**src/rtl/crs_pkg.sv**
```systemverilog
package crs_pkg;
  typedef struct packed {
    logic reload;   // restart the reset pulse
    logic bump;     // count one re-triggered reset
  } crs_strobe_t;
endpackage

```
**src/rtl/crs_sync.sv**
```systemverilog
module crs_sync #(
  parameter int WIDTH  = 4,
  parameter int STAGES = 2
) (
  input  logic             clk,
  input  logic             rstN,
  input  logic [WIDTH-1:0] din,
  output logic [WIDTH-1:0] dout
);
  logic [WIDTH-1:0] chain [STAGES];

  generate
    for (genvar s = 0; s < STAGES; s++) begin : g_stage
      always_ff @(posedge clk or negedge rstN) begin
        if (!rstN) chain[s] <= '0;
        else if (s == 0) chain[s] <= din;
        else chain[s] <= chain[(s == 0) ? 0 : s-1];
      end
    end
  endgenerate

  assign dout = chain[STAGES-1];
endmodule

```
**src/rtl/crs_datapath.sv**
```systemverilog
module crs_datapath
  import crs_pkg::*;
#(
  parameter int SR_W      = 16,
  parameter int PULSE_LEN = 4,
  parameter int CNT_W     = 4,
  parameter int SYNC_N    = 2
) (
  input  logic              clk,
  input  logic              rstN,
  input  crs_strobe_t       strobes,
  input  logic              lockIn,
  input  logic [2:1]        mgrStatus,
  input  logic              inClkStable,
  output logic              lockSync,
  output logic              inStop,
  output logic              fxStop,
  output logic              stableSync,
  output logic              pulseActive,
  output logic [CNT_W-1:0]  rstCount
);
  localparam logic [SR_W-1:0]  PRELOAD = SR_W'((1 << PULSE_LEN) - 1);
  localparam logic [CNT_W-1:0] CNT_MAX = '1;

  logic [3:0]       syncOut;
  logic [SR_W-1:0]  pulseSr;
  logic [CNT_W-1:0] evCount;

  crs_sync #(.WIDTH(4), .STAGES(SYNC_N)) u_sync (
    .clk (clk),
    .rstN(rstN),
    .din ({inClkStable, mgrStatus[2], mgrStatus[1], lockIn}),
    .dout(syncOut)
  );

  assign lockSync   = syncOut[0];
  assign inStop     = syncOut[1];
  assign fxStop     = syncOut[2];
  assign stableSync = syncOut[3];

  // power-on pattern shifts out ones, then zeros
  always_ff @(posedge clk or negedge rstN) begin
    if (!rstN) pulseSr <= PRELOAD;
    else if (strobes.reload) pulseSr <= PRELOAD;
    else pulseSr <= pulseSr >> 1;
  end

  assign pulseActive = pulseSr[0];

  always_ff @(posedge clk or negedge rstN) begin
    if (!rstN) evCount <= '0;
    else if (strobes.bump && evCount != CNT_MAX) evCount <= evCount + 1'b1;
  end

  assign rstCount = evCount;

  AST_RELOAD_PULSE: assert property (@(posedge clk) disable iff (!rstN)
    strobes.reload |=> pulseActive) else $error("reload without pulse");
  AST_CNT_STEP: assert property (@(posedge clk) disable iff (!rstN)
    (strobes.bump && evCount != CNT_MAX) |=> evCount == CNT_W'($past(evCount) + 1)) else $error("count step");
  AST_NO_OVERFLOW: assert property (@(posedge clk) disable iff (!rstN)
    (evCount == CNT_MAX) |=> evCount == CNT_MAX) else $error("count wrapped");
endmodule

```
**src/rtl/crs_control.sv**
```systemverilog
module crs_control
  import crs_pkg::*;
(
  input  logic        clk,
  input  logic        rstN,
  input  logic        lockSync,
  input  logic        inStop,
  input  logic        fxStop,
  input  logic        synthUsed,
  input  logic        pulseActive,
  output crs_strobe_t strobes
);
  logic lockSeen;
  logic lockLost;
  logic failNow;

  assign lockLost = lockSeen && !lockSync;
  assign failNow  = lockLost || inStop || (fxStop && synthUsed);

  always_comb begin
    strobes        = '0;
    strobes.reload = !pulseActive && failNow;
    strobes.bump   = strobes.reload;
  end

  // lock counts as achieved only outside a pulse
  always_ff @(posedge clk or negedge rstN) begin
    if (!rstN) lockSeen <= 1'b0;
    else if (strobes.reload) lockSeen <= 1'b0;
    else if (!pulseActive && lockSync) lockSeen <= 1'b1;
  end

  AST_NO_LOOP_UNLOCKED: assert property (@(posedge clk) disable iff (!rstN)
    (!lockSeen && !inStop && !fxStop) |-> !strobes.reload) else $error("retrigger without cause");
  AST_LOSS_RETRIGGER: assert property (@(posedge clk) disable iff (!rstN)
    (lockSeen && !lockSync && !pulseActive) |=> pulseActive) else $error("lock loss ignored");
endmodule

```
**src/rtl/clkmgr_rst_sup.sv**
```systemverilog
module clkmgr_rst_sup
  import crs_pkg::*;
#(
  parameter int SR_W      = 16,
  parameter int PULSE_LEN = 4,
  parameter int CNT_W     = 4,
  parameter int SYNC_N    = 2
) (
  input  logic             clk,
  input  logic             rstN,
  input  logic             lockIn,
  input  logic [2:1]       mgrStatus,
  input  logic             inClkStable,
  input  logic             synthUsed,
  output logic             mgrReset,
  output logic             clocksValid,
  output logic [CNT_W-1:0] rstCount
);
  crs_strobe_t strobes;
  logic lockSync, inStop, fxStop, stableSync, pulseActive;

  crs_control u_ctrl (
    .clk        (clk),
    .rstN       (rstN),
    .lockSync   (lockSync),
    .inStop     (inStop),
    .fxStop     (fxStop),
    .synthUsed  (synthUsed),
    .pulseActive(pulseActive),
    .strobes    (strobes)
  );

  crs_datapath #(.SR_W(SR_W), .PULSE_LEN(PULSE_LEN), .CNT_W(CNT_W), .SYNC_N(SYNC_N)) u_dp (
    .clk        (clk),
    .rstN       (rstN),
    .strobes    (strobes),
    .lockIn     (lockIn),
    .mgrStatus  (mgrStatus),
    .inClkStable(inClkStable),
    .lockSync   (lockSync),
    .inStop     (inStop),
    .fxStop     (fxStop),
    .stableSync (stableSync),
    .pulseActive(pulseActive),
    .rstCount   (rstCount)
  );

  assign mgrReset    = pulseActive || !stableSync;
  assign clocksValid = !mgrReset && lockSync;

  AST_VALID_NEEDS_LOCK: assert property (@(posedge clk) disable iff (!rstN)
    clocksValid |-> lockSync) else $error("valid without lock");
  AST_STABLE_HOLD: assert property (@(posedge clk) disable iff (!rstN)
    !stableSync |-> (mgrReset && !clocksValid)) else $error("unstable not held");
  AST_FX_IGNORED: assert property (@(posedge clk) disable iff (!rstN)
    (!synthUsed && !pulseActive && $stable(rstCount) && !inStop) |=> !pulseActive || $past(lockSync) == 1'b0) else $error("fx stop acted");
endmodule

```
**config.mk**
```make
export PLATFORM = sky130hd
export DESIGN_NAME = clkmgr_rst_sup
export DESIGN_NICKNAME = d
export VERILOG_FILES = /design/src/rtl/crs_pkg.sv /design/src/rtl/crs_sync.sv /design/src/rtl/crs_datapath.sv /design/src/rtl/crs_control.sv /design/src/rtl/clkmgr_rst_sup.sv
export SDC_FILE = /design/constraint.sdc
export NUM_CORES = 1
export LEC_CHECK = 0
export BUFFER_PORTS_ARGS = -buffer_cell sky130_fd_sc_hd__buf_2
export CORE_AREA = 2 2 39 41
export DETAILED_ROUTE_END_ITERATION = 16
export DIE_AREA = 0 0 41 43
export PLACE_DENSITY = 0.7
export REMOVE_ABC_BUFFERS = 1
export SLEW_MARGIN = 20
export SYNTH_ARGS = -nofsm -noshare
export SYNTH_HDL_FRONTEND = slang
export SYNTH_SLANG_ARGS = --single-unit
```
**constraint.sdc**
```tcl
create_clock -name clk -period 2.8 [get_ports clk]
set_input_delay 0.56 -clock clk [delete_from_list [all_inputs] [get_ports clk]]
set_output_delay 0.56 -clock clk [all_outputs]
set_load 0.02 [all_outputs]
```
; ---- Word-level counts from Yosys, hierarchy flattened
; Index checks and enable logic that the tools add are counted.
[totals]
romBits = 0
output_inout_bits = 6
ramBits = 0
elab_cells = 24
reg_bits = 29
mem_count = 0
latchBits = 0
input_bits = 7
[classes]
n_mul = 0
eq_ne = 1
n_div = 0
order_cmp = 0
muxes = 3
shifts = 0
addsub = 1
reduce_logical = 14
bitwise_logic = 0
[ops]
columns = cell, count
row1 = 15-bit two-way mux, 1
row2 = 1-bit logical AND, 6
row3 = 4-bit by 1-bit adder with 4-bit output (second input constant), 1
row4 = 1-bit logical NOT, 4
row5 = 4-bit inequality test (second input constant), 1
row6 = 1-bit logical OR, 3
row7 = 1-bit two-way mux, 2
row8 = 2-bit nonzero test, 1

; ---- Depth between registers and ports, before layout
[logic_depth]
depth_word = 6
mapped_depth = 4
ltp_nobuf = 4

; ---- Cells and area by module
; A second synthesis with hierarchy kept.
[hier_totals]
cells_unflattened = 45
hier_area_um2 = 626.9
[modules_own_cells]
columns = mod, n_inst, seq_area_each_um2, area_each_um2, cells_per_inst
row1 = crs_datapath, 1, 205.2, 314.1, 24
row2 = crs_sync, 1, 200.2, 230.2, 12
row3 = crs_control, 1, 25.0, 67.6, 7
row4 = clkmgr_rst_sup, 1, 0.0, 15.0, 2

; ---- Worst setup path after synthesis
; No wires, ideal clock.
[synth_path]
kind = in2reg
startpoint = in synthUsed
endpoint = reg u_dp.evCount[1], in the netlist u_dp.rstCount[1]
slack_ns = 1.350
required_ns = 2.672
path_stages = 3
setup_time_ns = 0.128
n_path_buf = 0
arrival_time_ns = 1.323
cell_sequence = and2_4 > o311ai_2 > mux2_1
[synth_between]
elab_chain_len = 4
[synth_lines]
columns = item, line
row1 = start: declaration, clkmgr_rst_sup.sv:14  ; input logic synthUsed,
row2 = 1-bit logical AND, crs_control.sv:18  ; assign failNow = lockLost || inStop || (fxStop && synthUsed);
row3 = 1-bit logical OR, crs_control.sv:18
row4 = 1-bit logical AND, crs_control.sv:22  ; strobes.reload = !pulseActive && failNow;
row5 = 1-bit logical AND, crs_datapath.sv:52  ; else if (strobes.bump && evCount != CNT_MAX) evCount <= evCount + 1'b1;
row6 = end signal: assignment, crs_datapath.sv:52
row7 = end: declaration, crs_datapath.sv:27  ; logic [CNT_W-1:0] evCount;
; No other way between the ends.
; A chain may end at the register's enable or synchronous reset.

; ---- Worst setup path in the final report
[layout_path]
startpoint = reg u_dp.pulseSr[0]
endpoint = out clocksValid
[layout_between]
elab_chain_len = 3
[layout_lines]
columns = item, line
row1 = start: declaration, crs_datapath.sv:26  ; logic [SR_W-1:0] pulseSr;
row2 = start signal: assignment, crs_datapath.sv:45  ; else pulseSr <= pulseSr >> 1;
row3 = 1-bit logical OR, clkmgr_rst_sup.sv:48  ; assign mgrReset = pulseActive || !stableSync;
row4 = 1-bit logical NOT, clkmgr_rst_sup.sv:49  ; assign clocksValid = !mgrReset && lockSync;
row5 = 1-bit logical AND, clkmgr_rst_sup.sv:49
row6 = end: declaration, clkmgr_rst_sup.sv:16  ; output logic clocksValid,
; No other way between the ends.

==> key figures <==
Status
  – Outcome: finished clean

Global route
  – Total congestion overflow: 0
  – First-pass GRT wire length: 1490 um
  – Vias in the first global route: 384
  – Number of antenna violations at the first check in global routing: 0
  – Grt met1 use: 12.7%
  – GR Layer Usage met3: 4.71%
  – Busiest grt layer: met2
  – Global-route met2 utilization: 22.2%
  – GRT Util Overall: 13.8%
  – Largest net degree at the start of global routing: 18

Yosys
  – Post-synth top cells: dfrtp_1, dfstp_2, nand2b_1, or2_1
  – Sequential area share after synthesis: 69.1%
  – Synth Area per Inst: 14.5 sq um
  – Most common cell in the synthesized netlist: dfrtp_1
  – Distinct cells, synth: 20
  – Largest cells by area after synthesis: dfrtp_1, dfstp_2, mux2_1
  – Seq cells post-synth: 17
  – EDFF count, synth: 0
  – Synthesis warning total: 0
  – Post-synth top flop: dfrtp_1
  – Post-synthesis cell area: 623 sq um
  – Area share of the largest cell type after synthesis: 52.2%
  – Area leader, netlist: dfrtp_1
  – Gate Count Post-Synth: 43
  – Ys async rst share: 100%

STA
  – Slew @ Worst Pin: 0.359 ns
  – Setup violators final: 0
  – Top achievable clock speed: 562 MHz
  – RSZ-0062 raised after global routing: false
  – Fin crit share: 63.6%
  – Crit path time final: 1.78 ns
  – Final Hold Viols: 0
  – Slew Viols, Final: 0
  – Hold WS: 0.163 ns
  – Post-route setup TNS: 0 ns
  – Slew headroom: 76.0%
  – Fin Clk Skew: 0.00399 ns

Cells and area
  – Total Nets Final: 68
  – Area Overhead vs Synth: 17.1%
  – Non-Filler Instances: 75
  – Ratio of cells with drive above 1 in the final layout: 37.3%
  – Antenna diodes: 0

Die
  – FP Rows: 14
  – Die ar.: 1760 sq um
  – Core outline area: 1380 sq um
  – Die width: 41 um
  – Initial core utilization: 45.0%
  – Die Y-Extent: 43 um
  – Top-Level Pins: 13

Pwr
  – Max VDD drop: 0.000479 V
  – Pwr Total: 743 uW
  – PwrDens: 1020 nW/um^2
  – Leakage power: 0.000340 uW

Routing
  – DR vias: 378
  – Drt first-iter violations: 0
  – Detail Route Antenna Nets: 0
  – Vias/cell: 5.04
  – Post-Route WL: 854 um
  – Drc violations: 0
  – Routed len/inst: 11.4 um
  – Detailed Routing Iterations Pass 1: 1

CTS
  – Htree depth: 1
  – Clock root cell: clkbuf_4
  – Clock Sinks: 17
  – Num CTS Buffers: 3
  – Skew-Pair Late Insertion Delay: 0.29 ns
  – Clk buf depth: 2
  – Post CTS Setup Buffer Count: 0
  – CTS tree: built
  – Clk slew on worst S/H paths: 0.09 ns
  – Hold buffers post-CTS: 0
  – Post-CTS sizing: 0

Setup path
  – Worst Path Required: 2.24 ns
  – R2R setup slack: 1.45 ns
  – CP Max Fanout: 5
  – Worst Setup End Kind: output port
  – Critical path class: reg2out
  – Crit path arrival time: 1.22 ns
  – Startpoint Class: flip-flop

Place
  – Gpl congestion: 0.658
  – Placed Cells: 71
  – Port Buf Inserts: 12
  – DP HPWL: 663 um

Flow run
  – Max-capacitance violation count: 0

Min path
  – Min-Delay Path Class: in2async
==> power by group <==
part	leakage, uW	switching, uW	internal (uW)
Sequential	0.000194	48.6	334
Clock	0.0000150	70.9	55.4
Combinational	0.000131	125	109
==> sequential cells by signal, indices dropped and copies added, names as in the netlist <==
register	count
u_ctrl.lockSeen	1
u_dp.pulseSr	4
u_dp.u_sync.chain	4
u_dp.u_sync.dout	4
u_dp.rstCount	4
==> final timing paths <==
check | startpoint | end | depth (start not counted)
max reg2reg | u_dp.rstCount[0] | u_dp.rstCount[1] | 4
min in group clk | u_dp.u_sync.chain[6] | u_dp.u_sync.dout[2] | 0
max in group asynchronous | rstN | u_dp.pulseSr[2] | 1
min reg2reg | u_dp.u_sync.chain[6] | u_dp.u_sync.dout[2] | 0
min | rstN | u_dp.rstCount[2] | 1
max | u_dp.pulseSr[0] | clocksValid | 3
==> area by class of cell <==
cell class              count  area [sq um]
clock buffers               4          26.3
repair buffers             12          60.1
flip-flops and latches     17           430
well taps                  16          20.0
multi-input cells          24           185
fillers                   129           654
inverters                   2          7.51
==> layout by cell type, fill, tap and decap left out, types with 2 or more instances in the layout <==
cell type / instances
mux2_1: 2
nand2_1: 2
nand2b_1: 3
dfrtp_1: 13
nand3_1: 2
buf_2: 12
inv_1: 2
clkbuf_4: 3
or2_1: 3
dfstp_2: 4
==> stage by stage <==
| stage | cell area, sq um | setup WS [ns] | util, % |
|---|---|---|---|
| 6_report | 729 | 1.02 | 52.7 |
| 5_1_grt | 729 | 0.942 | 52.7 |
| 3_3_place_gp | 703 | 1.23 | 50.8 |
| 3_5_place_dp | 703 | 1.20 | 50.8 |
| 4_1_cts | 729 | 0.990 | 52.7 |
| 2_1_floorplan | 623 | 1.35 | - |
==> logic make-up after synthesis <==
| family | count (synthesis) | share of synthesized area, % |
|---|---|---|
| multiplexers | 3 | 6.02 |
| buffers and inverters | 2 | 1.21 |
| flip-flops | 17 | 69.1 |
| adder cells (fa/ha/maj) | 1 | 2.01 |
| AO/OA/AOI/OAI | 5 | 7.43 |
| AND/OR/NAND/NOR | 14 | 12.9 |
| XOR/XNOR | 1 | 1.41 |
==> worst max-delay path, stage by stage (launching register included) <==
cell and delay [ns]:
dfstp_2 0.55, inv_1 0.09, and3_1 0.15, buf_2 0.15
==> metal layers <==
layer  up-vias  wire length (um)
li1        180                 -
met1       186               323
met2        10               474
met3         2                36
met4         0                20
met5         -                 0
Note: power is estimated with default switching activity, not from simulation.
